<file path="src/rtl/fftSeqPkg.sv">
package fftSeqPkg;
  localparam int WORD_W = 8;
  localparam int NPTS   = 4;
  localparam int SLOT_W = $clog2(NPTS);
  localparam int DIG_W  = 4;
  localparam int SEG_W  = 8;

  typedef enum logic [2:0] {
    ST_IDLE,
    ST_LOAD,
    ST_BUSY,
    ST_READY,
    ST_READ
  } seqState_e;

  typedef struct packed {
    logic              capture;
    logic [SLOT_W-1:0] slot;
    logic              drive;
    logic [SLOT_W-1:0] readSlot;
    logic [DIG_W-1:0]  digit;
  } seqStrobe_t;
endpackage

</file>
<file path="src/rtl/swEdge.sv">
module swEdge #(
  parameter int STAGES = 2
) (
  input  logic clk,
  input  logic rstN,
  input  logic swIn,
  output logic rise
);
  logic [STAGES-1:0] syncQ;
  logic              lastQ;

  always_ff @(posedge clk or negedge rstN) begin
    if (!rstN) begin
      syncQ <= '0;
      lastQ <= 1'b0;
    end else begin
      syncQ <= {syncQ[STAGES-2:0], swIn};
      lastQ <= syncQ[STAGES-1];
    end
  end

  assign rise = syncQ[STAGES-1] & ~lastQ;


  edge_single_chk: assert property (@(posedge clk) disable iff (!rstN)
    rise |=> !rise);
endmodule

</file>
<file path="src/rtl/seqCtrl.sv">
module seqCtrl
  import fftSeqPkg::*;
(
  input  logic       clk,
  input  logic       rstN,
  input  logic       loadEdge,
  input  logic       outEdge,
  input  logic       fftDone,
  output seqStrobe_t strb,
  output logic       fftStart
);
  localparam logic [SLOT_W-1:0] LAST = SLOT_W'(NPTS - 1);

  seqState_e         state, stateN;
  logic [SLOT_W-1:0] cnt, cntN;

  always_ff @(posedge clk or negedge rstN) begin
    if (!rstN) begin
      state <= ST_IDLE;
      cnt   <= '0;
    end else begin
      state <= stateN;
      cnt   <= cntN;
    end
  end

  always_comb begin
    stateN       = state;
    cntN         = cnt;
    strb.capture = 1'b0;
    strb.slot    = '0;
    unique case (state)
      ST_IDLE: if (loadEdge) begin
        strb.capture = 1'b1;
        stateN       = ST_LOAD;
        cntN         = '0;
      end
      ST_LOAD: begin
        if (cnt == LAST) begin
          stateN = ST_BUSY;
        end else if (loadEdge) begin
          strb.capture = 1'b1;
          strb.slot    = cnt + 1'b1;
          cntN         = cnt + 1'b1;
        end
      end
      ST_BUSY: if (fftDone) stateN = ST_READY;
      ST_READY: if (outEdge) begin
        stateN = ST_READ;
        cntN   = '0;
      end
      ST_READ: if (outEdge) begin
        if (cnt == LAST) begin
          stateN = ST_IDLE;
          cntN   = '0;
        end else begin
          cntN = cnt + 1'b1;
        end
      end
      default: stateN = ST_IDLE;
    endcase
  end

  assign fftStart      = (state == ST_LOAD) && (cnt == LAST);
  assign strb.drive    = (state == ST_READ);
  assign strb.readSlot = cnt;

  always_comb begin
    unique case (state)
      ST_LOAD:            strb.digit = DIG_W'(cnt) + DIG_W'(1);
      ST_BUSY, ST_READY:  strb.digit = DIG_W'(NPTS);
      ST_READ:            strb.digit = DIG_W'(NPTS) + DIG_W'(cnt) + DIG_W'(1);
      default:            strb.digit = '0;
    endcase
  end


  start_pulse_chk: assert property (@(posedge clk) disable iff (!rstN)
    fftStart |=> !fftStart);


  out_ignored_chk: assert property (@(posedge clk) disable iff (!rstN)
    (state inside {ST_IDLE, ST_LOAD, ST_BUSY}) && outEdge |=> state != ST_READ);


  oe_gate_chk: assert property (@(posedge clk) disable iff (!rstN)
    (state == ST_READ) && ($past(state) != ST_READ) |-> $past(state) == ST_READY);


  wrap_idle_chk: assert property (@(posedge clk) disable iff (!rstN)
    (state == ST_READ) && (cnt == LAST) && outEdge |=> state == ST_IDLE);
endmodule

</file>
<file path="src/rtl/seqData.sv">
module seqData
  import fftSeqPkg::*;
(
  input  logic                     clk,
  input  logic                     rstN,
  input  seqStrobe_t               strb,
  input  logic [WORD_W-1:0]        busIn,
  input  logic [NPTS*WORD_W-1:0]   resultsFlat,
  output logic [NPTS*WORD_W-1:0]   samplesFlat,
  output logic [WORD_W-1:0]        busOut,
  output logic                     busOe,
  output logic [SEG_W-1:0]         segOut
);
  logic [NPTS-1:0][WORD_W-1:0] sampleQ;
  logic [NPTS-1:0][WORD_W-1:0] resultW;

  assign resultW = resultsFlat;

  always_ff @(posedge clk or negedge rstN) begin
    if (!rstN) begin
      sampleQ <= '0;
    end else if (strb.capture) begin
      sampleQ[strb.slot] <= busIn;
    end
  end

  assign samplesFlat = sampleQ;
  assign busOe       = strb.drive;
  assign busOut      = strb.drive ? resultW[strb.readSlot] : '0;

  function automatic logic [SEG_W-1:0] segCode(input logic [DIG_W-1:0] d);
    logic [6:0] gfedcba;
    unique case (d)
      4'd1:    gfedcba = 7'b0000110;
      4'd2:    gfedcba = 7'b1011011;
      4'd3:    gfedcba = 7'b1001111;
      4'd4:    gfedcba = 7'b1100110;
      4'd5:    gfedcba = 7'b1101101;
      4'd6:    gfedcba = 7'b1111101;
      4'd7:    gfedcba = 7'b0000111;
      4'd8:    gfedcba = 7'b1111111;
      4'd9:    gfedcba = 7'b1101111;
      default: gfedcba = 7'b0000000;
    endcase
    return {1'b0, gfedcba};
  endfunction

  assign segOut = segCode(strb.digit);


  sample_hold_chk: assert property (@(posedge clk) disable iff (!rstN)
    !strb.capture |=> $stable(sampleQ));
endmodule

</file>
<file path="src/rtl/fftSeqTop.sv">
module fftSeqTop
  import fftSeqPkg::*;
(
  input  logic                   clk,
  input  logic                   rstN,
  input  logic                   loadSw,
  input  logic                   outSw,
  input  logic [WORD_W-1:0]      busIn,
  output logic [WORD_W-1:0]      busOut,
  output logic                   busOe,
  output logic [SEG_W-1:0]       segOut,
  output logic                   fftStart,
  input  logic                   fftDone,
  output logic [NPTS*WORD_W-1:0] samplesFlat,
  input  logic [NPTS*WORD_W-1:0] resultsFlat
);
  logic [1:0] swRaw;
  logic [1:0] swRise;
  seqStrobe_t strb;

  assign swRaw = {outSw, loadSw};

  for (genvar i = 0; i < 2; i++) begin : g_sw
    swEdge #(.STAGES(2)) u_edge (
      .clk  (clk),
      .rstN (rstN),
      .swIn (swRaw[i]),
      .rise (swRise[i])
    );
  end

  seqCtrl u_ctrl (
    .clk      (clk),
    .rstN     (rstN),
    .loadEdge (swRise[0]),
    .outEdge  (swRise[1]),
    .fftDone  (fftDone),
    .strb     (strb),
    .fftStart (fftStart)
  );

  seqData u_data (
    .clk         (clk),
    .rstN        (rstN),
    .strb        (strb),
    .busIn       (busIn),
    .resultsFlat (resultsFlat),
    .samplesFlat (samplesFlat),
    .busOut      (busOut),
    .busOe       (busOe),
    .segOut      (segOut)
  );
endmodule

</file>
<file path="config.mk">
export PLATFORM = sky130hd
export DESIGN_NAME = fftSeqTop
export DESIGN_NICKNAME = d
export VERILOG_FILES = /design/src/rtl/fftSeqPkg.sv /design/src/rtl/swEdge.sv /design/src/rtl/seqCtrl.sv /design/src/rtl/seqData.sv /design/src/rtl/fftSeqTop.sv
export SDC_FILE = /design/constraint.sdc
export NUM_CORES = 1
export LEC_CHECK = 0
export CORE_MARGIN = 3
export CORE_UTILIZATION = 54
export DETAILED_ROUTE_END_ITERATION = 8
export DONT_BUFFER_PORTS = 1
export GPL_TIMING_DRIVEN = 0
export PLACE_DENSITY = 0.67
export SKIP_LAST_GASP = 1
export SYNTH_ARGS = -nofsm -noshare
export SYNTH_HDL_FRONTEND = slang
export SYNTH_HIERARCHICAL = 1
export SYNTH_SLANG_ARGS = --single-unit
</file>
<file path="constraint.sdc">
create_clock -name clk -period 2.7 [get_ports clk]
set_clock_uncertainty 0.1 [all_clocks]
set_input_delay 0.135 -clock clk [delete_from_list [all_inputs] [get_ports clk]]
set_output_delay 0.135 -clock clk [all_outputs]
set_load 0.05 [all_outputs]
</file>
---- After elaboration in Yosys (flattened, before gate mapping) ----
Memories as Yosys holds them, arrays and structs flattened.
Cells that the tools add are included.
storage, ports and cells
  memory bits (writable) .................. 0
  bits in latches ......................... 0
  memories kept ........................... 1
  ROM bits ................................ 112
  bits of input ports ..................... 45
  flip-flop bits (word level) ............. 43
cells by class
  multiply operators ...................... 0
  div/mod/pow operators ................... 0
  mux-type cells .......................... 26
  magnitude comparators ................... 3
  add/subtract/negate cells ............... 4
  reductions and logical operators ........ 7
  shift-type cells ........................ 0
  equal/unequal tests ..................... 13
  bitwise logic cells ..................... 4
memory list
  memory            words  width  read ports  clocked after Yosys merged registers in  write ports  line           RTL
  (name not given)  16     7      1           0                                        0            seqData.sv:33  unique case (d)
operators by type and width
  operator                                                     count
  bitwise mux 32 bit                                           1
  two-way mux 3 bit                                            8
  two-way mux 8 bit                                            3
  binary-select mux 8 bit (select 2 bit)                       1
  demux 8 bit (select 2 bit)                                   1
  one-hot mux 3 bit (5 select lines)                           1
  two-way mux 2 bit                                            7
  one-hot mux 4 bit (3 select lines)                           1
  AND reduction 6 bit                                          2
  != test 2 bit (second input constant)                        5
  one-hot mux 2 bit (4 select lines)                           1
  == test 3 x 2 -> 1 bit (second input constant)               2
  less-than comparator 2 x 3 -> 1 bit (second input constant)  2
  != test 2 x 1 -> 1 bit (second input constant)               3
  adder 3 x 2 -> 4 bit (first input constant)                  1
  adder 4 x 1 -> 4 bit (second input constant)                 1
  nonzero test 4 bit                                           1
  adder 2 x 1 -> 3 bit (second input constant)                 1
  == test 3 x 1 -> 1 bit (second input constant)               1
  == test 3 bit (second input constant)                        1
  logical NOT 3 bit                                            1
  adder 2 x 1 -> 2 bit (second input constant)                 1
  AND 1 bit                                                    2
  == test 2 bit (second input constant)                        1
  6 further kinds                                              8

---- Logic depth before layout (Yosys ltp) ----
Gate-level depths: netlist of run 1.
  depth after elaboration ................. 10
  gate-level depth with buffers ........... 7
  gate-level depth less buffers ........... 6

---- Hierarchy ----
Netlist of run 1, hierarchy kept.
by module, submodules not included
  module   cells each  area each (um^2)  times used  seq. area each (um^2)
  seqData  120         1606.5            1           800.8
  seqCtrl  43          407.9             1           125.1
  swEdge   4           88.8              2           75.1

---- Worst setup path after synthesis of run 1 ----
No wires, ideal clock.
  path kind ............................... register to output
  from .................................... register u_ctrl.cnt[0]
  to ...................................... output port segOut[4]
  arrival ................................. 2.602 ns
  data required time ...................... 2.465 ns
  cell stages (with the launch flop) ...... 6
  buffers on the path ..................... 0
  slack ................................... -0.137 ns
  path through ............................ dfrtp_1 -> ha_1 -> nor3b_1 -> ha_1 -> inv_1 -> o21ai_0
RTL lines
  item                    line             RTL
  start, declared         seqCtrl.sv:15    logic [SLOT_W-1:0] cnt, cntN;
  start signal, assigned  seqCtrl.sv:23    cnt <= cntN;
  end, declared           fftSeqTop.sv:11  output logic [SEG_W-1:0] segOut,

==> results of run 1 <==
flip-flops by register name, summed over array words and instances (netlist names):
name                cells
g_sw.u_edge/lastQ       2
u_ctrl/state            3
u_ctrl/cnt              2
u_data/samplesFlat     32
g_sw.u_edge/syncQ       4
where the power goes:
part | internal (W) | switching, W | leakage [nW]
Combinational | 0.000682 | 0.000955 | 0.558
Clock | 0.000271 | 0.000197 | 0.0513
Sequential | 0.000864 | 0.000894 | 0.507
Total | 0.00182 | 0.00205 | 1.12
critical path: stages, from the launching register on:
cell	delay (ns)
dfrtp_1	0.39
buf_6	0.14
nand2b_4	0.16
nor2_1	0.26
nand2b_1	0.09
buf_1	0.20
o22ai_1	0.88
per-stage QoR:
step / TNS (ns) / util
3_3_place_gp: -0.7972 / 0.5945
3_5_place_dp: -1.164 / 0.5959
6_report: 0 / 0.7115
2_1_floorplan: -0.02619 / -
4_1_cts: -0.7900 / 0.6769
5_1_grt: -0.6923 / 0.7115
what timing repair did:
action,CTS,global route
hold buffers,12,1
hold endpoints to repair,78,4
cloned,0,0
resized for setup,12,10
endpoints found under the setup margin,27,22
buffers inserted,0,8
pin swaps,0,3
layout make-up:
class	count	area [sq um]	share of cell area
Timing Repair Buffer	21	212.7	0.07870
Multi-Input combinational cell	115	1176	0.4352
Sequential cell	43	1077	0.3986
Inverter	5	18.77	0.006944
Tap cell	48	60.06	0.02222
Clock buffer	6	72.57	0.02685
Clock inverter	1	30.03	0.01111
Buffer	8	55.05	0.02037
how the worst max path moves through the flow:
stage	endpoint	slack [ns]	depth (start not counted)
after global routing	busOut[1]	-0.12	6
after floorplan	segOut[2]	-0.03	4
after global placement	segOut[3]	-0.25	6
final	busOut[1]	0.06	6
after detailed placement	segOut[3]	-0.25	6
after CTS	u_data/samplesFlat[3]$_DFFE_PN0P_	-0.1	5
cells by family after synthesis:
logic type / after synthesis / share of synthesized area
multiplexers: 51 / 0.2540
flip-flops: 43 / 0.4909
AND/OR/NAND/NOR: 34 / 0.1193
AO/OA/AOI/OAI: 22 / 0.06393
buffers and inverters: 13 / 0.03368
adder cells (fa/ha/maj): 5 / 0.02854
XOR/XNOR: 2 / 0.007992
other: 1 / 0.001711
layer usage:
layer | track usage | part of all wire | wire length (um)
met1 | 0.2330 | 0.36 | 1745
met2 | 0.3464 | 0.55 | 2650
met3 | 0.07246 | 0.089 | 430
met4 | 0.05106 | 0.0047 | 23
met5 | 0 | 0 | 0
cells in the mapped netlist:
| library cell | count | area (sq um) |
|---|---|---|
| mux2i_1 | 17 | 170.2 |
| o32ai_1 | 1 | 8.760 |
| a311oi_1 | 1 | 8.760 |
| or3b_4 | 1 | 11.26 |
| nand3b_1 | 1 | 7.510 |
| o211ai_1 | 1 | 7.510 |
| or3b_2 | 1 | 8.760 |
| o22ai_1 | 12 | 75.07 |
| xnor2_1 | 2 | 17.52 |
| nor3b_1 | 2 | 15.01 |
| buf_6 | 1 | 11.26 |
| ha_1 | 5 | 62.56 |
| nor3b_4 | 1 | 18.77 |
| nand3_2 | 1 | 10.01 |
| nor2b_4 | 2 | 27.53 |
| nand3b_4 | 1 | 20.02 |
| dfrtp_1 | 43 | 1076 |
| or2b_1 | 1 | 7.510 |
| buf_1 | 1 | 3.750 |
| nand2b_1 | 3 | 18.77 |
| nand3_1 | 1 | 5.000 |
| inv_1 | 5 | 18.77 |
| nor4b_1 | 1 | 8.760 |
| nor2b_1 | 2 | 12.51 |
| mux2_2 | 33 | 371.6 |
| o21ai_0 | 4 | 20.02 |
| nor3_1 | 2 | 10.01 |
| mux2_4 | 1 | 15.01 |
| conb_1 | 1 | 3.750 |
| nor2_1 | 5 | 18.77 |
| buf_2 | 2 | 10.01 |
| a21oi_1 | 2 | 10.01 |
| a211o_2 | 1 | 10.01 |
| nand2_1 | 5 | 18.77 |
| and2_1 | 1 | 6.260 |
| buf_4 | 4 | 30.03 |
| nand2b_4 | 1 | 13.76 |
| nand3b_2 | 2 | 22.52 |
==> reports/metrics.csv, run 1 <==
metric;value;unit
status;finished clean;
cp.arrival;2.41;ns
critical_path_class;flop to primary output;
netlist_area;2192;sq um
finalWirelength;4849;um
io_buffers;0;
gp_congestion;0.8106;
post-route-min-period;2.644;ns
clkTransAtPathRegs;0.08;ns
rrSetupSlack;0.14;ns
place_area;2263;sq um
ys_seq_elements;43;
overflow;0;
cts_buffers;5;
hold_viol_final;0;
start_util;0.5771;
ys_warn_count;6;
cts_tree;done;
r2r_cells;7;
total_power;0.003863;W
firstDrtPassIters;4;
reg2reg_to;u_data/samplesFlat[1]$_DFFE_PN0P_;
layout_common_cells;dfrtp_1 (42), mux2_2 (33), mux2i_1 (17);
grt_max_degree;44;
drt-wirelength-per-cell;19.63;um
required;2.47;ns
cp_max_fo;10;
clock_latency;0.28;ns
slew-limit-headroom;0.2793;
die_x;69.72;um
rsz0062_at_grt;yes;
grt_antenna_before_repair;0;
drive_gt1_frac;0.4221;
hold_class;input port to asynchronous set/reset pin;
placedCellCount;219;
stdcell_count;247;
fillers;270;
fp-row-count;22;
fin_crit_sh;0.9793;
die-area;4860;sq um
cts-root-buf;clkbuf_8;
via_per_inst;5.955;
pre_cts_ws;-0.2465;ns
drc_errors;0;
synthCells;171;
maxCapViolCount;0;
avgSynthCellArea;12.82;sq um
die_y;69.72;um
crit_start;u_ctrl/state[0]$_DFFE_PN0P_;
tightest_slew;1.097;ns
synth_seq_area_share;0.4909;
fmax;378.2;MHz
cts_buffer_depth;2;
drt-initial-drc-count;73;
r2r_start;u_ctrl/cnt[0]$_DFFE_PN0P_;
fin_hold_ws;0.1977;ns
vias;1471;
nNetsFinal;249;
final_common_cell;dfrtp_1;
diodes;0;
slew_viol_final;0;
ant_nets;0;
clock-sinks;43;
area_growth;23.29;%
end_kind;primary output;
syn-num-nets;221;
cts_max_level;2;
ir_drop;0.0007108;V
core_area;3799;sq um
grt_pass1_vias;1479;
dp_hpwl;3407;um
finalSetupViolations;0;
fin_ws;0.05593;ns
yosys.cell_types.count;38;
leakage;1.116;nW
pin_count;95;
grt_pass1_wl;7728;um
final_area;2703;sq um
grt_usage;0.1993;
powerDensity;1429;nW/um^2
start_kind;flop;
Note: power is estimated with default switching activity, not from simulation.
==> run 2, diff against run 1 <==
Clock period 2.7 ns to 2.5 ns, I/O delays scaled along.
==> run 2 against run 1 <==
The run now ends with negative setup slack left. First-iteration DRC count is 70% lower. Cell count is 0.81% higher. Non-clock buffer count is 1 higher. Critical path type unchanged. Critical endpoint is now busOut[3]. Largest cell class unchanged.
==> reports/metrics.csv, run 2 (synthesis gave the netlist of run 1 again) <==
metric;value;unit;change
status;finished, violations left;;
violations;negative setup slack;;
fillers;272;;+0.74%
slew-limit-headroom;0.2890;;+0.009733
clkPwrFrac;0.101;;-0.020
grt_pass1_vias;1593;;+7.7%
dp_hpwl;3401;um;-0.18%
die_x;69.72;um;unchanged
busiest_layer;met2;;
final_common_cell;dfrtp_1;;
met1_usage;0.2263;;-0.006701
ant_nets;0;;unchanged
drt-initial-drc-count;22;;-70%
drc_errors;0;;unchanged
p_int;0.001913;W;+5.3%
slew_viol_final;0;;unchanged
finalWirelength;5034;um;+3.8%
pre_cts_ws;-0.4909;ns;-0.2444 ns
pin_count;95;;unchanged
fin_hold_ws;0.1876;ns;-0.01007 ns
die_y;69.72;um;unchanged
fmax;391.4;MHz;
rsz0062_at_grt;yes;;
clock_latency;0.29;ns;about the same
grt_usage;0.2126;;+0.01338
end_kind;primary output;;
finalSetupViolations;6;;+6
p_sw;0.002272;W;+11%
ir_drop;0.0008060;V;+13%
use_met2;0.3845;;+0.03814
drt-wirelength-per-cell;20.22;um;+3.0%
grtUsageMet3;0.06667;;-0.005797
core_area;3799;sq um;unchanged
die-area;4860;sq um;unchanged
start_kind;flop;;
placedCellCount;219;;unchanged
cts-root-buf;clkbuf_8;;
hold_viol_final;0;;unchanged
grt_pass1_wl;8128;um;+5.2%
gp_congestion;0.8401;;+3.6%
critical_path_class;flop to primary output;;
overflow;0;;unchanged
fin_util;0.7220;;+0.01054
start_util;0.5771;;unchanged
fin_ws;-0.05499;ns;-0.1109 ns
stdcell_count;249;;+0.81%
hold_class;input port to asynchronous set/reset pin;;
firstDrtPassIters;4;;unchanged
maxCapViolCount;0;;unchanged
cp_max_fo;10;;unchanged
grt_antenna_before_repair;0;;unchanged
required;2.28;ns;-0.19 ns
powerDensity;1526;nW/um^2;+6.8%
leakage;1.119;nW;+0.26%
cts_buffers;5;;unchanged
post-route-min-period;2.555;ns;
p_sw_frac;0.5430;;+0.01329
cts_buffer_depth;2;;unchanged
fp-row-count;22;;unchanged
clkTransAtPathRegs;0.08;ns;about the same
grt_max_degree;44;;unchanged
cts_tree;done;;
diodes;0;;unchanged
area_growth;25.11;%;
p_comb_frac;0.445;;+0.021
drive_gt1_frac;0.4577;;+0.03560
pwr-share-seq;0.453;;-0.002
nNetsFinal;250;;+0.40%
via_per_inst;5.988;;+0.55%
largest_reg_flops;32;;unchanged
cts_max_level;2;;unchanged
io_buffers;0;;unchanged
layout_common_cells;dfrtp_1 (42), mux2_2 (33), mux2i_1 (17);;
fin_crit_sh;1.022;;
cp.arrival;2.33;ns;-0.08 ns
tightest_slew;1.082;ns;-0.01482 ns
vias;1491;;+1.4%
clock-sinks;43;;unchanged
run 2: metal layers:
metal,vias up,part of all wire
met5,-,0
met4,0,0.025
met3,12,0.083
met2,73,0.54
met1,727,0.35
li1,679,-
run 2: final timing paths:
kind                                                        start                            endpoint  slack, ns  cells past startpoint
max in group asynchronous                                    rstN           u_ctrl/cnt[0]$_DFFE_PN0P_       1.90                      2
worst min-delay path                                         rstN         u_ctrl/state[2]$_DFFE_PN0P_       0.19                      2
worst min register to register  g_sw[1].u_edge/syncQ[0]$_DFF_PN0_   g_sw[1].u_edge/syncQ[1]$_DFF_PN0_       0.26                      0
worst max-delay path                  u_ctrl/state[1]$_DFFE_PN0P_                           busOut[3]      -0.05                      5
min in group clk                g_sw[1].u_edge/syncQ[0]$_DFF_PN0_   g_sw[1].u_edge/syncQ[1]$_DFF_PN0_       0.26                      0
worst max register to register        u_ctrl/state[1]$_DFFE_PN0P_  u_data/samplesFlat[11]$_DFFE_PN0P_       0.12                      5
run 2: layout make-up:
cell class	count	area, sq um	share of cell area
Multi-Input combinational cell	115	1226	0.4471
Sequential cell	43	1077	0.3928
Timing Repair Buffer	22	220.2	0.08029
Clock buffer	6	72.57	0.02646
Tap cell	48	60.06	0.02190
Buffer	8	55.05	0.02007
Inverter	5	18.77	0.006843
Clock inverter	2	12.51	0.004562
run 2: worst max-delay path, cell delays in order, from the launching register on:
cell	delay [ns]
dfrtp_1	0.43
buf_2	0.23
nor2_2	0.21
nand2b_1	0.08
buf_1	0.21
o22ai_1	0.88
run 2: power by group through the flow:
stage / registers, W / clock network, W / logic (W)
5_1_grt: 0.00193 / 0.000476 / 0.00198
3_3_place_gp: 0.00191 / 0 / 0.00132
6_report: 0.00190 / 0.000424 / 0.00186
3_5_place_dp: 0.00192 / 0 / 0.00139
2_1_floorplan: 0.00185 / 0 / 0.00124
4_1_cts: 0.00190 / 0.000440 / 0.00171
run 2: per-stage QoR:
step | cell area, sq um | power, W | setup TNS [ns]
global route | 2743 | 0.004383 | -1.247
finish | 2743 | 0.004185 | -0.2849
CTS | 2676 | 0.004054 | -0.5321
floorplan | 2205 | 0.003085 | -0.3599
global placement | 2265 | 0.003231 | -5.076
detailed placement | 2270 | 0.003308 | -8.779
run 2: repair_timing:
action,4_1_cts,5_1_grt
pin swaps,4,3
hold buffers,13,0
cloned,0,0
hold endpoints to repair,78,0
setup buffers,6,3
endpoints found under the setup margin,47,42
resized for setup,23,7
==> run 3, diff against run 2 <==
Settings changed: SYNTH_HIERARCHICAL 1 to default.
==> run 3 against run 2 <==
The run still ends with negative setup slack left. Synthesized cell count grew 3.5%. Non-clock buffer count is 4 higher. Via count up 6.5%. Critical path type unchanged. Highest routed layer unchanged.
==> reports/metrics.csv, run 3 <==
metric;value;unit;change
placedCellCount;225;;+2.7%
synthAdderAreaFrac;0.02265;;-0.005889
die_x;69.97;um;+0.36%
hold_start;fftDone;;
synth-simple-area-share;0.1246;;+0.005283
ys_seq_elements;43;;unchanged
slew_viol_final;0;;unchanged
synth_compound_area_frac;0.07135;;+0.007421
synthCells;177;;+3.5%
finalSetupViolations;3;;-3
cp.arrival;2.50;ns;+0.17 ns
hold_class;input port to flop;;
start_kind;flop;;
drt-initial-drc-count;54;;+150%
fin_ws;-0.2277;ns;-0.1728 ns
ys_warn_count;0;;-6
cts-root-buf;clkbuf_8;;
synth_area_leaders;dfrtp_1 (49%), mux2_2 (18%), mux4_2 (8.2%);;
cts_max_level;2;;unchanged
fillers;242;;-11%
r2r_cells;4;;-1
final_common_cell;dfrtp_1;;
grt_max_degree;44;;unchanged
grt_pass1_wl;8542;um;+5.1%
synth_common_cells;dfrtp_1 (43), mux2_2 (35), and2_1 (8), mux4_2 (8), nand2_1 (8);;
worstPathBufferInverterCount;1;;-1
vias;1588;;+6.5%
dp_hpwl;3694;um;+8.6%
cts_tree;done;;
synth_edf_count;0;;unchanged
start_util;0.5817;;+0.004611
largest_reg_flops;32;;unchanged
synth_most_common_cell;dfrtp_1;;
whs_endpoint;u_ctrl.state[0]$_DFFE_PN0P_;;
fin_hold_ws;0.02829;ns;-0.1593 ns
nNetsFinal;256;;+2.4%
drc_errors;0;;unchanged
rrSetupSlack;0.12;ns;about the same
slew-limit-headroom;0.3332;;+0.04415
crit_start;u_ctrl.state[2]$_DFFE_PN0P_;;
async_flop_share;1.000;;unchanged
avgSynthCellArea;12.48;sq um;-2.6%
pin_count;95;;unchanged
cts_buffers;5;;unchanged
required;2.28;ns;about the same
tightest_slew;0.9936;ns;-0.08875 ns
clkTransAtPathRegs;0.07;ns;about the same
cts_buffer_depth;2;;unchanged
r2r_start;u_ctrl.state[2]$_DFFE_PN0P_;;
cp_max_fo;3;;-7
yosys.cell_types.count;37;;-2.6%
io_buffers;0;;unchanged
post-route-min-period;2.728;ns;+0.1728 ns
rsz0062_at_grt;yes;;
fmax;366.6;MHz;-6.3%
critPathTopFamily;simple AND/OR/NAND/NOR gates;;
yosysTopAreaCell;dfrtp_1;;
gp_congestion;0.9085;;+8.1%
hold_viol_final;0;;unchanged
clock_latency;0.28;ns;about the same
fp-row-count;22;;unchanged
slowest_stage;a311oi_4;;
tns;-0.3975;ns;-0.1126 ns
status;finished, violations left;;
maxCapViolCount;0;;unchanged
holdPathStages;2;;
grt_pass1_vias;1691;;+6.2%
critical_path_class;flop to primary output;;
overflow;0;;unchanged
synth_mux_area_frac;0.2644;;+0.01044
fin_crit_sh;1.091;;+0.06910
syn-num-nets;226;;+2.3%
diodes;0;;unchanged
crit_chain;nor2b_4 -> nor2_4 -> or3_4 -> ha_4 -> buf_6 -> mux2i_1 -> nor2b_1 -> a311oi_4;;
die-area;4895;sq um;+0.72%
die_y;69.97;um;+0.36%
cpPeakStageDelay;0.61;ns;-0.27 ns
reg2reg_to;u_data.samplesFlat[14]$_DFFE_PN0P_;;
stdcell_count;256;;+2.8%
ant_nets;0;;unchanged
netlist_area;2210;sq um;+0.80%
drive_gt1_frac;0.5096;;+0.05190
violations;negative setup slack;;
synth_seq_area_share;0.4870;;-0.003891
finalWirelength;5296;um;+5.2%
layout_common_cells;dfrtp_1 (41), mux2_2 (35), buf_4 (13);;
synthXorXnorAreaFrac;0;;-0.007991
clock-sinks;43;;unchanged
synth_top_area_share;0.4870;;-0.003891
synth_top_family_by_area;multiplexers;;
synth_ff_type;dfrtp_1;;
firstDrtPassIters;5;;+1
via_per_inst;6.203;;+3.6%
drt-wirelength-per-cell;20.69;um;+2.3%
area_growth;27.86;%;
grt_usage;0.2206;;+0.007910
core_area;3799;sq um;unchanged
end_kind;primary output;;
grt_antenna_before_repair;0;;unchanged
==> run 3: cell families after synthesis <==
family / Yosys count
AOI/OAI and AO/OA: 25
buffers and inverters: 15
adders and majority gates: 4
and+or+nand+nor: 45
muxes: 44
DFF: 43
other: 1
==> run 3: area by class of cell <==
class / count / area, sq um / share of cell area
Buffer: 10 / 57.56 / 0.02037
Clock buffer: 6 / 82.58 / 0.02923
Clock inverter: 2 / 35.03 / 0.01240
Inverter: 4 / 15.01 / 0.005314
Multi-Input combinational cell: 119 / 1272 / 0.4504
Sequential cell: 43 / 1079 / 0.3818
Tap cell: 48 / 60.06 / 0.02126
Timing Repair Buffer: 24 / 224.0 / 0.07927
==> run 3: per-stage QoR <==
stage	cell area [sq um]	utilization	setup WS, ns
floorplan	2265	-	-0.1255
global placement	2325	0.6120	-0.3687
detailed placement	2325	0.6120	-0.4034
CTS	2775	0.7306	-0.2543
global route	2825	0.7437	-0.3104
finish	2825	0.7437	-0.2277
==> run 3: layer usage <==
metal | global-route usage | up-vias | share of wire
met5 | 0 | - | 0
met4 | 0.06170 | 0 | 0.016
met3 | 0.08489 | 9 | 0.089
met2 | 0.3882 | 88 | 0.52
met1 | 0.2481 | 789 | 0.37
li1 | - | 702 | -
==> run 3: worst max-delay path by stage <==
stage	endpoint	slack, ns	cells past startpoint
after floorplan	segOut[1]	-0.13	8
after global routing	segOut[1]	-0.31	8
final	segOut[1]	-0.23	8
after detailed placement	segOut[1]	-0.40	8
after global placement	segOut[1]	-0.37	8
after CTS	segOut[1]	-0.25	7
==> run 3: repair_timing <==
action	in CTS	in global routing
endpoints found under the setup margin	15	14
pin swaps	10	10
resized for setup	31	20
buffers inserted	9	3
hold buffers	12	0
hold endpoints to repair	77	0
Power of run 3 is left out: the tool's default activity adds up to more than one toggle a clock period on the data nets, which glitch-free logic cannot reach.
